### src/rtl/spirx_pkg.sv
package spirx_pkg;
  localparam logic [7:0] OPC_READ = 8'h03;
  localparam logic [7:0] OPC_RDSR = 8'h05;
  localparam logic [7:0] OPC_A8   = 8'h08;
  localparam int unsigned STAT_BITS = 8;
  localparam int unsigned WORD_BITS = 16;

  typedef enum logic [3:0] {
    S_IDLE,
    S_PSTBY,
    S_STAT_OP,
    S_STAT_RD,
    S_RSTBY,
    S_RD_OP,
    S_RD_ADDR,
    S_RD_DATA,
    S_FIN
  } rd_state_e;
endpackage

### src/rtl/spirx_bounds.sv
module spirx_bounds #(
  parameter int unsigned OFS_W      = 16,
  parameter int unsigned SIZE_WORDS = 256
) (
  input  logic [OFS_W-1:0] offset,
  input  logic [OFS_W-1:0] count,
  output logic             ok
);
  localparam int unsigned W = OFS_W + 2;
  localparam logic [W-1:0] SIZE_V = W'(SIZE_WORDS);

  logic [W-1:0] ofs_w, cnt_w, room;

  always_comb begin
    ofs_w = W'(offset);
    cnt_w = W'(count);
    room  = SIZE_V - ofs_w;
    ok    = (ofs_w < SIZE_V) && (cnt_w != '0) && (cnt_w <= room);
  end
endmodule

### src/rtl/spirx_bitshift.sv
module spirx_bitshift #(
  parameter int unsigned SCK_HALF = 2,
  parameter int unsigned MAXB     = 16,
  localparam int unsigned CW      = $clog2(MAXB + 1),
  localparam int unsigned DW      = $clog2(SCK_HALF + 1)
) (
  input  logic            clk,
  input  logic            rst_n,
  input  logic            start,
  input  logic [CW-1:0]   nbits,
  input  logic [MAXB-1:0] tx,
  input  logic            miso,
  output logic            sck,
  output logic            mosi,
  output logic            done,
  output logic [MAXB-1:0] rx
);
  logic            act_q, act_d;
  logic            sck_q, sck_d;
  logic [DW-1:0]   div_q, div_d;
  logic [CW-1:0]   left_q, left_d;
  logic [MAXB-1:0] txs_q, txs_d;
  logic [MAXB-1:0] rxs_q, rxs_d;
  logic            done_q, done_d;

  always_comb begin
    act_d  = act_q;
    sck_d  = sck_q;
    div_d  = div_q;
    left_d = left_q;
    txs_d  = txs_q;
    rxs_d  = rxs_q;
    done_d = 1'b0;
    if (!act_q) begin
      if (start) begin
        act_d  = 1'b1;
        sck_d  = 1'b0;
        div_d  = '0;
        left_d = nbits;
        txs_d  = tx;
        rxs_d  = '0;
      end
    end else if (div_q == DW'(SCK_HALF - 1)) begin
      div_d = '0;
      if (!sck_q) begin
        sck_d = 1'b1;
        rxs_d = {rxs_q[MAXB-2:0], miso};
      end else begin
        sck_d  = 1'b0;
        left_d = left_q - 1'b1;
        txs_d  = txs_q << 1;
        if (left_q == CW'(1)) begin
          act_d  = 1'b0;
          done_d = 1'b1;
        end
      end
    end else begin
      div_d = div_q + 1'b1;
    end
  end

  always_ff @(posedge clk or negedge rst_n) begin
    if (!rst_n) begin
      act_q  <= 1'b0;
      sck_q  <= 1'b0;
      div_q  <= '0;
      left_q <= '0;
      txs_q  <= '0;
      rxs_q  <= '0;
      done_q <= 1'b0;
    end else begin
      act_q  <= act_d;
      sck_q  <= sck_d;
      div_q  <= div_d;
      left_q <= left_d;
      txs_q  <= txs_d;
      rxs_q  <= rxs_d;
      done_q <= done_d;
    end
  end

  assign sck  = sck_q;
  assign mosi = txs_q[MAXB-1];
  assign done = done_q;
  assign rx   = rxs_q;
endmodule

### src/rtl/spi_eeprom_burst_rd.sv
module spi_eeprom_burst_rd
  import spirx_pkg::*;
#(
  parameter int unsigned OFS_W      = 16,
  parameter int unsigned SIZE_WORDS = 256,
  parameter int unsigned ADDR_BITS  = 8,
  parameter int unsigned OP_BITS    = 8,
  parameter int unsigned SCK_HALF   = 2,
  parameter int unsigned POLL_MAX   = 5000
) (
  input  logic             clk,
  input  logic             rst_n,
  input  logic             req,
  input  logic [OFS_W-1:0] req_offset,
  input  logic [OFS_W-1:0] req_count,
  output logic             busy,
  output logic             done,
  output logic             err_bounds,
  output logic             err_timeout,
  output logic             word_valid,
  output logic [15:0]      word_data,
  output logic             spi_cs_n,
  output logic             spi_sck,
  output logic             spi_mosi,
  input  logic             spi_miso
);
  localparam int unsigned MAXB     = WORD_BITS;
  localparam int unsigned CW       = $clog2(MAXB + 1);
  localparam int unsigned STBY_CYC = 2 * SCK_HALF;
  localparam int unsigned TW       = $clog2(STBY_CYC + 1);
  localparam int unsigned PW       = $clog2(POLL_MAX + 1);

  rd_state_e        st_q, st_d;
  logic [TW-1:0]    tmr_q, tmr_d;
  logic [PW-1:0]    poll_q, poll_d;
  logic [OFS_W-1:0] ofs_q, ofs_d;
  logic [OFS_W-1:0] left_q, left_d;
  logic             eb_q, eb_d, et_q, et_d;
  logic             wv_q, wv_d;
  logic [15:0]      wd_q, wd_d;
  logic             done_q, done_d;
  logic             cs_n_q, cs_n_d;

  logic             req_ok;
  logic             eng_start, eng_done;
  logic [CW-1:0]    eng_nbits;
  logic [MAXB-1:0]  eng_tx, eng_rx;
  logic [7:0]       rd_opc;
  logic [OFS_W:0]   byte_addr;
  logic [MAXB-1:0]  addr_tx;
  logic             stby_end;

  spirx_bounds #(.OFS_W(OFS_W), .SIZE_WORDS(SIZE_WORDS)) u_bounds (
    .offset (req_offset),
    .count  (req_count),
    .ok     (req_ok)
  );

  spirx_bitshift #(.SCK_HALF(SCK_HALF), .MAXB(MAXB)) u_shift (
    .clk   (clk),
    .rst_n (rst_n),
    .start (eng_start),
    .nbits (eng_nbits),
    .tx    (eng_tx),
    .miso  (spi_miso),
    .sck   (spi_sck),
    .mosi  (spi_mosi),
    .done  (eng_done),
    .rx    (eng_rx)
  );

  // Ninth byte-address bit rides in the opcode only on 8-bit-address parts
  generate
    if (ADDR_BITS == 8) begin : g_a8_fold
      assign rd_opc = (ofs_q[OFS_W-1:7] != '0) ? (OPC_READ | OPC_A8) : OPC_READ;
    end else begin : g_plain_opc
      assign rd_opc = OPC_READ;
    end
  endgenerate

  assign byte_addr = {ofs_q, 1'b0};
  assign addr_tx   = MAXB'(byte_addr[ADDR_BITS-1:0]) << (MAXB - ADDR_BITS);
  assign stby_end  = (tmr_q == TW'(STBY_CYC - 1));

  always_comb begin
    st_d      = st_q;
    poll_d    = poll_q;
    ofs_d     = ofs_q;
    left_d    = left_q;
    eb_d      = eb_q;
    et_d      = et_q;
    wv_d      = 1'b0;
    wd_d      = wd_q;
    done_d    = 1'b0;
    eng_start = 1'b0;
    eng_nbits = '0;
    eng_tx    = '0;
    tmr_d     = (st_q == S_PSTBY || st_q == S_RSTBY) ? tmr_q + 1'b1 : '0;
    case (st_q)
      S_IDLE: begin
        if (req) begin
          ofs_d  = req_offset;
          left_d = req_count;
          poll_d = '0;
          eb_d   = !req_ok;
          et_d   = 1'b0;
          st_d   = req_ok ? S_PSTBY : S_FIN;
        end
      end
      S_PSTBY: begin
        if (stby_end) begin
          st_d      = S_STAT_OP;
          eng_start = 1'b1;
          eng_nbits = CW'(OP_BITS);
          eng_tx    = MAXB'(OPC_RDSR) << (MAXB - OP_BITS);
        end
      end
      S_STAT_OP: begin
        if (eng_done) begin
          st_d      = S_STAT_RD;
          eng_start = 1'b1;
          eng_nbits = CW'(STAT_BITS);
        end
      end
      S_STAT_RD: begin
        if (eng_done) begin
          if (eng_rx[0]) begin
            if (poll_q == PW'(POLL_MAX - 1)) begin
              et_d = 1'b1;
              st_d = S_FIN;
            end else begin
              poll_d = poll_q + 1'b1;
              st_d   = S_PSTBY;
            end
          end else begin
            st_d = S_RSTBY;
          end
        end
      end
      S_RSTBY: begin
        if (stby_end) begin
          st_d      = S_RD_OP;
          eng_start = 1'b1;
          eng_nbits = CW'(OP_BITS);
          eng_tx    = MAXB'(rd_opc) << (MAXB - OP_BITS);
        end
      end
      S_RD_OP: begin
        if (eng_done) begin
          st_d      = S_RD_ADDR;
          eng_start = 1'b1;
          eng_nbits = CW'(ADDR_BITS);
          eng_tx    = addr_tx;
        end
      end
      S_RD_ADDR: begin
        if (eng_done) begin
          st_d      = S_RD_DATA;
          eng_start = 1'b1;
          eng_nbits = CW'(WORD_BITS);
        end
      end
      S_RD_DATA: begin
        if (eng_done) begin
          wv_d   = 1'b1;
          wd_d   = {eng_rx[7:0], eng_rx[15:8]};
          left_d = left_q - 1'b1;
          if (left_q == OFS_W'(1)) begin
            st_d = S_FIN;
          end else begin
            eng_start = 1'b1;
            eng_nbits = CW'(WORD_BITS);
          end
        end
      end
      S_FIN: begin
        st_d   = S_IDLE;
        done_d = 1'b1;
      end
      default: st_d = S_IDLE;
    endcase
    cs_n_d = !(st_d == S_STAT_OP || st_d == S_STAT_RD || st_d == S_RD_OP ||
               st_d == S_RD_ADDR || st_d == S_RD_DATA);
  end

  always_ff @(posedge clk or negedge rst_n) begin
    if (!rst_n) begin
      st_q   <= S_IDLE;
      tmr_q  <= '0;
      poll_q <= '0;
      ofs_q  <= '0;
      left_q <= '0;
      eb_q   <= 1'b0;
      et_q   <= 1'b0;
      wv_q   <= 1'b0;
      wd_q   <= '0;
      done_q <= 1'b0;
      cs_n_q <= 1'b1;
    end else begin
      st_q   <= st_d;
      tmr_q  <= tmr_d;
      poll_q <= poll_d;
      ofs_q  <= ofs_d;
      left_q <= left_d;
      eb_q   <= eb_d;
      et_q   <= et_d;
      wv_q   <= wv_d;
      wd_q   <= wd_d;
      done_q <= done_d;
      cs_n_q <= cs_n_d;
    end
  end

  assign busy        = (st_q != S_IDLE);
  assign done        = done_q;
  assign err_bounds  = done_q & eb_q;
  assign err_timeout = done_q & et_q;
  assign word_valid  = wv_q;
  assign word_data   = wd_q;
  assign spi_cs_n    = cs_n_q;
endmodule

### config.mk
export PLATFORM = sky130hd
export DESIGN_NAME = spi_eeprom_burst_rd
export DESIGN_NICKNAME = d
export VERILOG_FILES = /design/src/rtl/spirx_pkg.sv /design/src/rtl/spirx_bounds.sv /design/src/rtl/spirx_bitshift.sv /design/src/rtl/spi_eeprom_burst_rd.sv
export SDC_FILE = /design/constraint.sdc
export NUM_CORES = 1
export LEC_CHECK = 0
export BUFFER_PORTS_ARGS = -buffer_cell sky130_fd_sc_hd__buf_4
export CAP_MARGIN = 10
export CORE_ASPECT_RATIO = 0.75
export CORE_UTILIZATION = 35
export DETAILED_ROUTE_END_ITERATION = 10
export GPL_ROUTABILITY_DRIVEN = 0
export GPL_TIMING_DRIVEN = 0
export SLEW_MARGIN = 5
export SYNTH_ARGS = -nofsm -noshare
export SYNTH_HDL_FRONTEND = slang
export SYNTH_SLANG_ARGS = --single-unit
### constraint.sdc
create_clock -name clk -period 2.3 [get_ports clk]
set_clock_uncertainty 0.1 [all_clocks]
set_input_delay 0.115 -clock clk [delete_from_list [all_inputs] [get_ports clk]]
set_output_delay 0.115 -clock clk [all_outputs]
set_load 0.02 [all_outputs]
== After elaboration in Yosys (flattened, before gate mapping) ==
Cells that the tools add are included.
Storage, ports and cells
  output and inout port bits: 24
  register bits: 115
  input bits: 36
Operators by class
  $add $sub $neg: 6
  magnitude comparators: 2
  reductions and logical operators: 27
  bitwise operators: 2
  muxes and demuxes: 73
  equality and inequality tests: 27
Operators by type and width (number)
  $mux 16: 11
  $mux 4: 15
  $mux 13: 4
  $pmux 16 s3: 1
  $mux 5: 7
  $pmux 16 s2: 1
  $pmux 4 s8: 1
  $eq 4x3->1 const B: 7
  $pmux 13 s2: 1
  $mux 1: 23
  $pmux 5 s4: 1
  $le 16x18->1: 1
  $sub 9x16->17 const A: 1
  $eq 16x1->1 const B: 1
  $eq 4x2->1 const B: 4
  $lt 16x9->1 const B: 1
  $reduce_bool 16->1: 1
  $sub 16x1->16 const B: 1
  $add 13x1->13 const B: 1
  $eq 13x13->1 const B: 1
  $mux 12: 1
  $ne 2x2->1 const B: 6
  $mux 11: 1
  $reduce_and 5->1: 2
  other kinds (25): 43

== Depth between registers and ports, before layout ==
Gate-level depths: netlist (run 1).
  depth after elaboration: 12
  depth in mapped cells: 12
  mapped depth without buffers: 12

== Cells and area by module ==
A second synthesis (run 1) with hierarchy kept.
Second synthesis, totals
  cell total of the unflattened synthesis: 659
  area, all modules: 6541.3 sq um
By module, submodules not included
  spi_eeprom_burst_rd: seq. area each 1828.0 sq um, instances 1, cells each 371, area each 3867.5 sq um
  spirx_bitshift: seq. area each 1051.0 sq um, instances 1, cells each 197, area each 1993.2 sq um
  spirx_bounds: seq. area each 0.0 sq um, instances 1, cells each 91, area each 680.7 sq um

== Worst setup path before layout (run 1) ==
Ideal clock, no wire load.
  path kind: input to register
  start point: in req_offset[5]
  end point: reg eb_q
  library setup time: 0.135 ns
  data arrival time: 2.452 ns
  slack: -0.387 ns
  stages on the path: 10
  required time: 2.065 ns
  buffers on the path: 0
  cells stage by stage: or4_1 -> o21ai_0 -> nand2_1 -> xnor2_1 -> ha_1 -> nand4_1 -> nor3_1 -> a221o_1 -> o21ai_0 -> a21oi_1
Between the ends
  longest elaborated chain between the ends: 4
  elaborated cells on any way between the ends: 6
  classes of those cells: add/sub (1); order compare (2); reduce/logical (3)
Ends and longest elaborated chain
  start: declaration: RTL line spi_eeprom_burst_rd.sv:14  | input logic [OFS_W-1:0] req_offset,
  $sub 9x16->17 / $lt 16x9->1 (equally long branches): RTL line spirx_bounds.sv:17, spirx_bounds.sv:18
  $le 16x18->1 / $logic_and 1x1->1 (equally long branches): RTL line spirx_bounds.sv:18  | ok = (ofs_w < SIZE_V) && (cnt_w != '0) && (cnt_w <= room);
  $logic_and 1x1->1 *: RTL line spirx_bounds.sv:18
  $logic_not 1->1 *: RTL line spi_eeprom_burst_rd.sv:105  | eb_d = !req_ok;
  end signal: assignment: RTL line spi_eeprom_burst_rd.sv:193  | eb_q <= 1'b0;
  end signal: assignment: RTL line spi_eeprom_burst_rd.sv:205  | eb_q <= eb_d;
  end: declaration: RTL line spi_eeprom_burst_rd.sv:38  | logic eb_q, eb_d, et_q, et_d;
Every way passes the cells marked *; elsewhere a longest branch is shown, timed or not.
A chain may end at the register's enable or synchronous reset.

== Worst setup path after layout (run 1) ==
  start point: reg left_q[1]
  end point: reg u_shift.txs_q[13]
Between the ends
  longest elaborated chain between the ends: 6
Ends and longest elaborated chain
  start: declaration: RTL line spi_eeprom_burst_rd.sv:37  | logic [OFS_W-1:0] left_q, left_d;
  start signal: assignment: RTL line spi_eeprom_burst_rd.sv:204  | left_q <= left_d;
  $eq 16x1->1: RTL line spi_eeprom_burst_rd.sv:168  | if (left_q == OFS_W'(1)) begin
  $mux 1: RTL line spi_eeprom_burst_rd.sv:168
  $mux 1: RTL line spi_eeprom_burst_rd.sv:164  | if (eng_done) begin
  $pmux 1 s3: RTL line spi_eeprom_burst_rd.sv:99  | case (st_q)
  $reduce_bool 2->1 (no source line)
  $reduce_and 3->1 (no source line)
  end signal: assignment: RTL line spirx_bitshift.sv:76  | txs_q <= txs_d;
  end: declaration: RTL line spirx_bitshift.sv:22  | logic [MAXB-1:0] txs_q, txs_d;
No other way between the ends.

==> results, run 1 <==
- The synthesized netlist devotes roughly 5.1% of its cell area to adder and majority cells.
- The post-route DRC violation count is 2.
- Along the worst path, the maximum fanout reaches 4.
- Once the floorplan was initialized, standard cells occupied 36.42% of the core.
- The worst hold slack across all endpoints is 0.007021 ns.
- The initial antenna violation count is 0.
- For this design the ratio of total power to cell area is 543.7 nW/um^2.
- The first-pass GRT wire length is 25,740 microns.
- The startpoint identified for the worst register-to-register timing path is left_q[1].
- The final reports fail on design-rule violations, negative setup slack.
- The top-level port count is 60.
- The flip-flop and latch area is 2680 sq um.
- The clock net in this run drives a total of 107 sinks.
- The final cycle utilization of the critical path is 104.5%.
- The cell at the root of the clock tree is sky130_fd_sc_hd__clkbuf_16.
- For the pin with the worst max-slew slack, the measured transition is 0.7615 ns.
- The worst setup path is captured at a register.
- The post-synthesis sequential element count is 107.
- Entering global routing, the biggest net connects 63 pins.
- 0 antenna diodes ended up in the layout.
- Counting flops with a built-in enable in the synthesized netlist gives 0.
- The library cells used most frequently in the layout, excluding fill and tap cells, are 159 x sky130_fd_sc_hd__nand2_1, 105 x sky130_fd_sc_hd__dfrtp_1, 71 x sky130_fd_sc_hd__buf_4, 56 x sky130_fd_sc_hd__nor2_1, 41 x sky130_fd_sc_hd__o21ai_0.
- Along the worst hold path, the cell count comes to 3.
- For this design the static power due to leakage is 3.436 nW.
- The fraction of layout instances using a drive strength above 1 is roughly a fifth.
- The mean post-synth cell area is 8.764 sq um.
- The max-cap check violation count is 0.
- The fraction of post-synthesis cell area in the top cell type by area is about 45%.
- The number of failing hold endpoints at the final stage is 0.
- The data required time of the worst path is 2.45 ns.
- The critical setup path kind is register to register.
- At the worst endpoint, the arrival time is 2.55 ns.
- The clock network latency to the later pin of the worst-skew pair is around 0.36 ns.
- The worst ir drop on vdd is 372.8 uV.
- Setup repair after global routing could not meet its margin everywhere.
- The setup slack of the worst register-to-register path is -0.10 ns.
- Dividing the detail-routed wire length by the instance count gives 15.67 microns.
- The placeable core region is 16,320 sq um.
- The detail route stage leaves a number of antenna-violating nets equal to 0.
- Sequential cells were found to cover 45.08% of the synthesized design area.
- After floorplanning, the core was divided into 40 placement rows.
- The synthesized netlist devotes 13.48% of its cell area to compound gates.
- The headroom to the max-slew limit is 48.76%.
- The number of global-route vias before repair came to 5,092.
- Of all flip-flops after synthesis, the portion carrying an async set or reset was 100.0%.
- Of the total synthesized cell area, the portion taken by AND, OR, NAND and NOR gates is 26.45%.
- After detailed routing, the number of vias per cell comes to between 5 and 6.
- The endpoint of the worst register-to-register path is u_shift.txs_q[13].
- The net total in the final layout is 842.
- The number of cells on the worst reg-to-reg path is 8.
- The clock transition at the register clock pins on the worst setup and hold paths after CTS is 0.08 ns.
- The mapped cell area is ~5900 sq um.
- The post-synthesis net count is 738.
- From bottom edge to top edge, the die measures 114.8 microns.
- The worst slack at placement is -0.4328 ns.
- The number of unique standard cell types used by synthesis is 67.
- The filler cells instantiated in the layout total approximately 1,600.
- For this run, the detailed router's first-pass iteration total came to 8.
- The run finished, with violations left.
- The biggest area contributor in the post-synthesis netlist is sky130_fd_sc_hd__dfrtp_1.
- The sum of overflow across all layers after global routing is 0.
- The routed layout has between 5,000 and 6,000 vias.
- The DRC violation total after the first TritonRoute iteration is 439.
- The share of the synthesized netlist area taken by xor and xnor gates is approximately 3.7%.
- No sink is reached through more buffers than the 2 on the longest clock path.
- For this run, the total global-route usage over all layers was measured as a little under a fifth.
- For hold timing, the worst endpoint is left_q[1].
- The category of the worst setup path launch point is a register.
- Counting the buffers created by CTS gives 9.
- The number of levels in the clock H-tree is 3.
- Synthesis handed over a netlist of 678 instances.
- Static timing analysis puts the maximum clock frequency at about 0.42 GHz.
- The final wirelength is 15,630 microns.
- The setup slack after layout is -0.1036 ns.
- The TritonCTS clock tree is yes.
- Among all flip-flop cells after synthesis, the most frequent one is sky130_fd_sc_hd__dfrtp_1.
- Measured on the finished design, the core utilization comes to between 40 and 50%.
- The startpoint identified for the worst hold timing path is req_count[1].
- After detailed placement, the total cell area comes to 6736 sq um.
- Power comes to 4.130 mW.
- Yosys attributes the largest share of cell area to sky130_fd_sc_hd__dfrtp_1 45%, sky130_fd_sc_hd__nand2_1 10%, sky130_fd_sc_hd__ha_1 5.1%, sky130_fd_sc_hd__o21ai_0 3.8%, sky130_fd_sc_hd__nor2_1 3.7%.
- The setup violation total in the final timing report is 7.
- Input and output buffers added on the ports amount to 59.
- By area, the combinational part of the netlist is dominated by simple AND/OR/NAND/NOR gates.
- The detailed-placement wirelength estimate is 11,130 microns.
- The die extent in x is 152.5 microns.
- The post-synthesis to final-layout area growth is 27.82%.
- The die covers 17,510 sq um.
- The finished cells cover around 7600 sq um.
- In the final layout, the multi-input gates occupy 3296 sq um.
- In this run the worst hold path is classified as input port to register.
- Measured against the total synthesized area, the mux share comes to 2.485%.
- The most common cell after layout, fill and taps aside is sky130_fd_sc_hd__nand2_1.
- The count of pins over their slew limit was 0.
- The time the worst path needs with I/O delays and setup is 2.404 ns.
- Yosys printed 0 warnings.
synth_stat cells (4+ instances only):
cell type	number
sky130_fd_sc_hd__a22o_1	4
sky130_fd_sc_hd__nor4b_1	6
sky130_fd_sc_hd__nor2b_1	5
sky130_fd_sc_hd__or2_2	4
sky130_fd_sc_hd__clkbuf_1	28
sky130_fd_sc_hd__and3_1	7
sky130_fd_sc_hd__and4_1	4
sky130_fd_sc_hd__xor2_1	9
sky130_fd_sc_hd__a31oi_1	4
sky130_fd_sc_hd__a21oi_1	29
sky130_fd_sc_hd__nand3_1	12
sky130_fd_sc_hd__nor4_1	20
sky130_fd_sc_hd__a22oi_1	4
sky130_fd_sc_hd__and2_1	4
sky130_fd_sc_hd__o21ai_0	45
sky130_fd_sc_hd__a211oi_1	5
sky130_fd_sc_hd__xnor2_1	16
sky130_fd_sc_hd__dfrtp_1	106
sky130_fd_sc_hd__ha_1	24
sky130_fd_sc_hd__inv_1	16
sky130_fd_sc_hd__nor3_1	16
sky130_fd_sc_hd__mux2_4	7
sky130_fd_sc_hd__nand2b_1	4
sky130_fd_sc_hd__buf_2	4
sky130_fd_sc_hd__nand4_1	7
sky130_fd_sc_hd__or4_1	7
sky130_fd_sc_hd__nand2_1	160
sky130_fd_sc_hd__nor2_1	58
state kept, by name, summed over array words and instances, names as in the netlist, 2 cells and up:
register and count:
tmr_q 3, u_shift.div_q 2, u_shift.rx 16, u_shift.left_q 5, left_q 16, u_shift.txs_q 8, word_data 16, st_q 4
ofs_q 16, poll_q 13
per-stage QoR:
stage | setup TNS [ns] | cells
floorplan | -0.3483 | 678
global placement | -14.01 | 947
detailed placement | -15.88 | 948
CTS | -0.9139 | 990
global route | -1.352 | 997
finish | -0.6591 | 997
logic make-up after synthesis:
group,Yosys count
AND/OR/NAND/NOR,331
XOR/XNOR,25
AO/OA/AOI/OAI,128
buffers and inverters,52
multiplexers,11
adder cells (fa/ha/maj),24
flip-flops,107
what timing repair did:
action                     in CTS  in global routing
pin swaps                      14                 18
buffers inserted                6                 10
hold endpoints to repair       63                  0
gates resized for setup        23                 40
setup endpoints to repair      70                 72
hold buffers                   20                  0
gates cloned                    0                  1
area by class of cell:
cell class | count | share of cell area, %
buffer | 31 | 2.026
clock buffer | 10 | 3.147
clock inverter | 6 | 0.8072
inverter | 17 | 0.8402
multi-input combinational | 519 | 43.39
sequential | 107 | 35.29
tap | 210 | 3.460
timing repair buffer | 97 | 11.04
how the worst max path moves through the flow:
stage / from / endpoint / cells after the start
3_3_place_gp: req_offset[0] / eb_q / 13
6_report: left_q[1] / u_shift.txs_q[13] / 8
5_1_grt: left_q[1] / u_shift.txs_q[15] / 8
2_1_floorplan: left_q[1] / u_shift.txs_q[10] / 8
3_5_place_dp: req_offset[0] / eb_q / 13
4_1_cts: left_q[8] / u_shift.txs_q[10] / 7
routing by layer:
layer	track usage [%]	up-vias	share of wire (%)
met2	27.99	173	44
met3	3.995	19	5.9
met4	5.185	0	1.3
li1	-	2596	-
met5	0	-	0
met1	26.53	2592	49
where the power goes:
part | internal (mW) | total (mW) | switching (mW)
Clock | 0.798 | 1.58 | 0.777
Combinational | 0.232 | 0.518 | 0.286
Sequential | 1.96 | 2.04 | 0.0774
Total | 2.99 | 4.13 | 1.14
worst max-delay path, cell delays in order, from the launching register on:
cell                        delay [ns]
sky130_fd_sc_hd__dfrtp_1          0.41
sky130_fd_sc_hd__inv_2            0.09
sky130_fd_sc_hd__ha_4             0.12
sky130_fd_sc_hd__or4b_4           0.47
sky130_fd_sc_hd__nor4_4           0.26
sky130_fd_sc_hd__or3_4            0.20
sky130_fd_sc_hd__and3_4           0.22
sky130_fd_sc_hd__clkbuf_16        0.15
sky130_fd_sc_hd__mux2_4           0.28
Note: power is estimated with default switching activity, not from simulation.
==> inputs of run 2 (changes only) <==
- TNS_END_PERCENT: unset -> 50
- clock period: 2.3 -> 2.9 ns (I/O delays scaled with it)
==> results, run 2 (synthesis results as in run 1) <==
- The flow ran to the end, and the final reports show no timing, DRC or antenna violations.
- Entering global routing, the biggest net connects 108 pins.
- The initial antenna violation count is 0.
- The detailed-placement wirelength estimate is 10,900 microns.
- After floorplanning, the core was divided into 40 placement rows.
- Data on the critical path is required at its endpoint by 3.03 ns.
- The cell with the largest stage delay on the worst path is sky130_fd_sc_hd__or4_1.
- In the final routed layout, each cell accounts on average for about 16 microns.
- The antenna diode count is 0.
- The worst hold path begins at req_offset[0].
- The wire length on met1 is just over 8000 microns.
- The die area is 17,510 sq um.
- At the pin with the least slew margin, the transition time is slightly above 1 ns.
- The count of input and output buffers is ~60.
- The average via count per standard cell is 5.242.
- Summing over every cut layer, the via total after detailed routing is approximately 5,100.
- The endpoint of the worst register-to-register path is u_shift.txs_q[13].
- The first global-routing pass estimated 25,270 microns of wire.
- The library cell used most frequently in the layout, excluding fill and tap cells, is sky130_fd_sc_hd__nand2_1.
- The detailed-routed wire length on met3 is 692 microns.
- The number of global-route vias before repair is 4,813.
- In this run the clock root is driven by a sky130_fd_sc_hd__clkbuf_16.
- At the worst endpoint, the arrival time is around 2.9 ns.
- In the routed design, unresolved DRC markers number 0.
- The count of nets left with antenna violations once routing finished came out at 0.
- The signal on the critical path passes through buf_4 > or4_1 > o21ai_1 > nand2_1 > xnor2_1 > ha_1 > nand4_1 > nor3_1 > a221o_1 > o21ai_1 > a21oi_1.
- The number of setup buffers added after CTS is 0.
- The net total in the final layout is just over 800.
- For the worst-skew pair, the clock arrives at the later sink with an insertion delay of about 0.37 ns.
- The clock transition at the register clock pins on the worst setup and hold paths after CTS is roughly 0.070 ns.
- The number of failing hold endpoints at the final stage is 0.
- Measured along the y axis, the die boundary spans roughly 110 microns.
- The kind of cell with the highest combined delay along the critical path is compound AO/OA/AOI/OAI gates.
- Routed signal wires occupy layers up through met4.
- The number of placed instances, taps included, is 947.
- The number of cell instances on the worst register-to-register path is 8.
- IR analysis of the VDD net gives a maximum drop of 252.9 uV.
- The placeable core region is 16,320 sq um.
- For this block, the routed nets add up to 15,280 microns of wire.
- The count of pins over their slew limit is 0.
- The class of the tightest hold or removal check is input port to register.
- The buffers plus inverters on the worst setup path is 1.
- The H-tree generated during clock tree synthesis spans 3 levels.
- The headroom to the max-slew limit is 31.26%.
- Total power for the finished layout comes to 3.239 mW.
- The max-cap check violation count is 0.
- The sum of overflow across all layers after global routing is 0.
- By instance count, the cell type seen most on the critical path is sky130_fd_sc_hd__o21ai_1.
- The number of non-filler instances in the completed layout is 980.
- The deepest clock path buffer count is 2.
- The category of the worst setup path launch point is an input port.
- The utilization of the core after routing is about 44%.
- The worst register-to-register path begins at left_q[1].
- Buffers inserted during clock tree synthesis total 9.
- For this block, the initial DRC count from the detailed router was between 300 and 400.
- TritonCTS built the clock tree.
- Global routing used 18.09% of the available tracks across all layers.
- Counting instances, the worst hold path has a depth of 3.
- The final cycle utilization of the critical path is around 94%.
- The detailed route wirelength on metal2 is 6251 microns.
- The worst setup path is captured at a register.
- The worst setup path is of the input port to register kind.
- The analysis attributes to cell leakage a power of 3.255 nW.
- For this design the ratio of total power to cell area is 453.2 nW/um^2.
- Timing would allow up to 0.3676 GHz.
- The clock net sink count is 107.
- The biggest cell delay along the critical path is roughly 0.57 ns.
- In the final layout, the share of cells above drive strength 1 is 13.38%.
- For this design the top-level I/O count stands at 60.
- The worst hold path terminates at ofs_q[0].
- The setup violation total in the final timing report is 0.
- The clock period could shrink to 2.720 ns.
- From synthesis to final layout, the design area changed by 20.30%.
- Leaving out fill and tap cells, the most frequent cells in the layout are 160 x sky130_fd_sc_hd__nand2_1, 106 x sky130_fd_sc_hd__dfrtp_1, 58 x sky130_fd_sc_hd__nor2_1, 58 x sky130_fd_sc_hd__buf_4, 43 x sky130_fd_sc_hd__o21ai_0.
- The first detailed-routing pass took 7 iterations.
- Setup repair after global routing left no endpoint under its margin.
- For this configuration, the core starts out at a cell density of 36.42%.
- The die extent in x is between 150 and 200 microns.
- Along the worst path, the maximum fanout reaches 5.
- The setup slack of the worst register-to-register path is 0.22 ns.
-- run 2: worst max path at each step --
| stage | startpoint | end | slack [ns] | cells past startpoint |
|---|---|---|---|---|
| after floorplan | req_offset[5] | eb_q | 0.18 | 10 |
| after global placement | req_offset[5] | eb_q | -0.46 | 11 |
| after detailed placement | req_offset[5] | eb_q | -0.44 | 11 |
| after CTS | req_offset[0] | eb_q | 0.09 | 13 |
| after global routing | req_offset[5] | eb_q | 0.03 | 11 |
| final | req_offset[5] | eb_q | 0.18 | 11 |
-- run 2: area by class of cell --
cell class | count | area (sq um)
well taps | 210 | 262.8
multi-input cells | 519 | 3052
flip-flops and latches | 107 | 2679
repair buffers | 76 | 616.8
inverters | 17 | 63.81
plain buffers | 35 | 160.2
clock buffers | 9 | 225.2
clock inverters | 7 | 88.84
fillers | 1631 | 9168
-- run 2: worst min-delay path, cell delays in order --
cell,delay [ns]
sky130_fd_sc_hd__buf_4,0.14
sky130_fd_sc_hd__inv_1,0.07
sky130_fd_sc_hd__o21ai_0,0.08
-- run 2: metrics by stage --
step / instance area (sq um) / hold slack (ns) / setup slack [ns] / TNS, ns
final: 7148 / 0.02166 / 0.1796 / 0
after global routing: 7148 / 0.02431 / 0.02788 / 0
after CTS: 7136 / 0.001171 / 0.09308 / 0
after detailed placement: 6651 / 0.2556 / -0.4420 / -1.270
after global placement: 6648 / 0.2624 / -0.4602 / -1.343
after floorplan: 5942 / -0.2506 / 0.1828 / 0
-- run 2: repair_timing --
| action | in CTS | in global routing |
|---|---|---|
| endpoints found under the hold margin | 122 | 0 |
| resized for setup | 1 | 4 |
| hold buffers | 17 | 0 |
| endpoints found under the setup margin | 3 | 23 |
-- run 2: report_power, final --
part	internal [mW]	leakage, nW	total [mW]	switching [mW]
logic	0.147	1.68	0.353	0.206
clock network	0.624	0.153	1.28	0.655
registers	1.55	1.42	1.61	0.0532
total	2.32	3.25	3.24	0.915
-- run 2: per-layer routing --
layer	up-vias	global-route usage (%)
met5	-	0
met4	0	5.185
met3	13	3.392
met2	99	25.38
met1	2474	27.94
li1	2551	-
==> inputs of run 3 (changes only) <==
--- a/config.mk
+++ b/config.mk
@@ -14,2 +14,3 @@
 export GPL_TIMING_DRIVEN = 0
+export SETUP_SLACK_MARGIN = 0.2
 export SLEW_MARGIN = 5
==> constraint.sdc (replaced) <==
create_clock -name clk -period 2.9 [get_ports clk]
set_clock_uncertainty 0.1 [all_clocks]
set_input_delay 0.29 -clock clk [delete_from_list [all_inputs] [get_ports clk]]
set_output_delay 0.29 -clock clk [all_outputs]
set_load 0.02 [all_outputs]
==> results, run 3 (synthesis results as in run 1) <==
- The time the worst path needs with I/O delays and setup is between 2 and 3 ns.
- CTS placed an instance of sky130_fd_sc_hd__clkbuf_16 at the clock tree root.
- The number of global-route vias before repair is 4,573.
- During I/O placement, the number of pins put on the boundary was 60.
- The placeable core region is 16,320 sq um.
- Sequential cells account for a little under 50% of the total power.
- The worst setup path is launched from a register.
- The initial core utilization is between 30% and 40%.
- The count of input and output buffers is 59.
- The maximum fanout along the worst path is 9.
- The internal power consumption is 2.400 mW.
- STA puts the critical path data required time at about 3.0 ns.
- The number of placed instances, taps included is 947.
- The number of buffers added by the clock tree synthesis step is 9.
- For this block, the initial DRC count from the detailed router was 427.
- The critical setup path kind is register to register.
- After detailed routing, the total wire length is between 10,000 and 15,000 microns.
- The slew at the pin closest to its max-slew limit is 0.9876 ns.
- After detailed routing, the number of remaining DRC violations is 0.
- In this run, the combinational gates consume between 10% and 20% of the power.
- The number of failing hold endpoints at the final stage came to 25.
- The final reports fail on negative hold slack.
- The count of nets left with antenna violations after detail routing is 0.
- The net total in the final layout is 811.
- The first-pass GRT wire length is approximately 24,000 microns.
- The initial antenna violation count is 0.
- The setup slack of the worst register-to-register path is 0.18 ns.
- For this design the static power due to leakage is 3.212 nW.
- Setup violations remaining at the end of the flow were counted as 0.
- Leaving out fill and tap cells, the most frequent cells in the layout are 160 x sky130_fd_sc_hd__nand2_1, 106 x sky130_fd_sc_hd__dfrtp_1, 61 x sky130_fd_sc_hd__buf_4, 58 x sky130_fd_sc_hd__nor2_1, 43 x sky130_fd_sc_hd__o21ai_0.
- The number of hold-repair buffers added at the cts stage is 0.
- The number of core rows is 40.
- The endpoint arrival time on the critical path is 2.85 ns.
- The power density over the cells is 456.1 nW/um^2.
- Setup repair after global routing could not meet its margin everywhere.
- Net switching is 25.79% of the power.
- The height of the die is approximately 110 microns.
- Of the total power, the clock network draws 39.4%.
- The worst pin sits at a relative slew slack of 34.16%.
- The tightest min-delay check is of the input port to async pin type.
- In this run the horizontal extent of the chip is between 150 and 200 microns.
- The average via count per standard cell is between 5 and 6.
- The number of inserted filler cells in the final layout is 1,579.
- The first detailed-routing pass took 7 iterations.
- The worst register-to-register path has a depth of 8.
- The count of pins over their slew limit came to 0.
- The number of antenna diodes in the final layout is 0.
- In the finished design, the share of the clock period the worst path needs comes to 93.75%.
- VDD sags by at most 292.1 uV.
- The worst register-to-register path begins at left_q[1].
- The sum of overflow across all layers after global routing is 0.
- The final route contains between 4,000 and 5,000 vias.
- The fraction of layout instances using a drive strength above 1 is roughly 16%.
- In this run the power spent charging and discharging nets is 833.8 uW.
- The flow ran to the end, but the final reports show violations.
- The number of levels in the clock H-tree is 3.
- The maximum number of pins on one net before global-route repair is approximately 110.
- Global routing used 17.26% of the available tracks.
- Max-cap violations in this run came to 0.
- Summing all placed instances gives a cell area of 6666 sq um.
- The clock net sink count is 107.
- STA classifies the critical path endpoint as a register.
- The number of non-filler instances in the completed layout is approximately 970.
- The most common cell after layout, fill and taps aside is sky130_fd_sc_hd__nand2_1.
- The clock passes through at most 2 buffers.
- After detailed routing, the average wire length per cell comes to 15.40 microns.
- The post-synthesis to final-layout area growth is 19.33%.
- The TritonCTS clock tree is yes.
- The endpoint identified for the worst register-to-register timing path is u_shift.txs_q[10].
- The post-route cell area is 7091 sq um.
- Clock latency on the worst-skew pair, taken at its later pin, is between 0.3 and 0.4 ns.
- On the final layout, the worst hold slack is -0.05335 ns.
- The clock transition at the register clock pins on the worst setup and hold paths after CTS is ~0.08 ns.
- The die area is between 15,000 and 20,000 sq um.
- Derived from the worst setup path, the maximum achievable clock frequency is 0.3678 GHz.
- The HPWL after detailed placement is around 11,000 microns.
run 3: cell types whose count changed in the layout (fill, tap and decap cells not counted), sizes merged:
cell | before | now
buf | 66 | 69
clkbuf | 37 | 39
bufinv | 0 | 1
clkinv | 4 | 1
inv | 20 | 19
dlygate4sd3 | 17 | 0
clkinvlp | 0 | 1
run 3: area by class of cell:
class / instances / area [sq um] / share of cell area [%]
inverter: 17 / 63.81 / 0.8999
buffer: 35 / 160.2 / 2.259
clock buffer: 11 / 242.7 / 3.423
clock inverter: 5 / 66.31 / 0.9352
multi-input combinational: 519 / 3147 / 44.38
sequential: 107 / 2679 / 37.78
tap: 210 / 262.8 / 3.706
timing repair buffer: 62 / 469.2 / 6.617
run 3: critical path, cell delays in order, from the launching register on:
cell and delay [ns]:
sky130_fd_sc_hd__dfrtp_1 0.40, sky130_fd_sc_hd__inv_1 0.10, sky130_fd_sc_hd__ha_1 0.14, sky130_fd_sc_hd__or4b_2 0.65, sky130_fd_sc_hd__nor4_4 0.37, sky130_fd_sc_hd__or3_1 0.21
sky130_fd_sc_hd__and3_4 0.20, sky130_fd_sc_hd__buf_12 0.14, sky130_fd_sc_hd__mux2_4 0.30
run 3: how the worst max path moves through the flow:
| stage | endpoint | slack [ns] | start | cells past startpoint |
|---|---|---|---|---|
| 3_3_place_gp | eb_q | -0.52 | req_offset[0] | 13 |
| 5_1_grt | left_q[15] | 0.13 | st_q[1] | 8 |
| 3_5_place_dp | eb_q | -0.52 | req_offset[0] | 13 |
| 6_report | u_shift.txs_q[10] | 0.18 | left_q[1] | 8 |
| 2_1_floorplan | eb_q | 0.23 | req_offset[5] | 10 |
| 4_1_cts | eb_q | 0.21 | req_offset[5] | 11 |
run 3: routing by layer:
metal  wire (microns)  vias to the layer above  track usage (%)  part of all wire (%)
met3              636                        8            3.468                   4.3
met2             5906                       87            23.78                    40
met4              123                        0            4.040                  0.83
li1                 -                     2522                -                     -
met5                0                        -                0                     0
met1             8214                     2380            27.16                    55
run 3: power groups by stage:
stage / combinational, mW / sequential (mW) / clock (mW)
CTS: 0.342 / 1.61 / 1.31
detailed placement: 0.339 / 1.63 / 0
floorplan: 0.188 / 1.62 / 0
global route: 0.397 / 1.62 / 1.37
finish: 0.352 / 1.61 / 1.27
global placement: 0.335 / 1.64 / 0
run 3: timing repair:
action                                  CTS  global route
endpoints found under the setup margin    3            39
pin swaps                                 1             6
buffers inserted                          0             3
gates resized for setup                   5            14
endpoints found under the hold margin     0             0
run 3: per-stage QoR:
| step | TNS [ns] | setup slack, ns | power, mW | util (%) |
|---|---|---|---|---|
| finish | 0 | 0.1813 | 3.234 | 43.46 |
| global route | 0 | 0.1292 | 3.389 | 43.46 |
| CTS | 0 | 0.2058 | 3.258 | 42.88 |
| detailed placement | -1.489 | -0.5199 | 1.974 | 40.86 |
| global placement | -1.502 | -0.5196 | 1.970 | 40.84 |
| floorplan | 0 | 0.2281 | 1.809 | - |
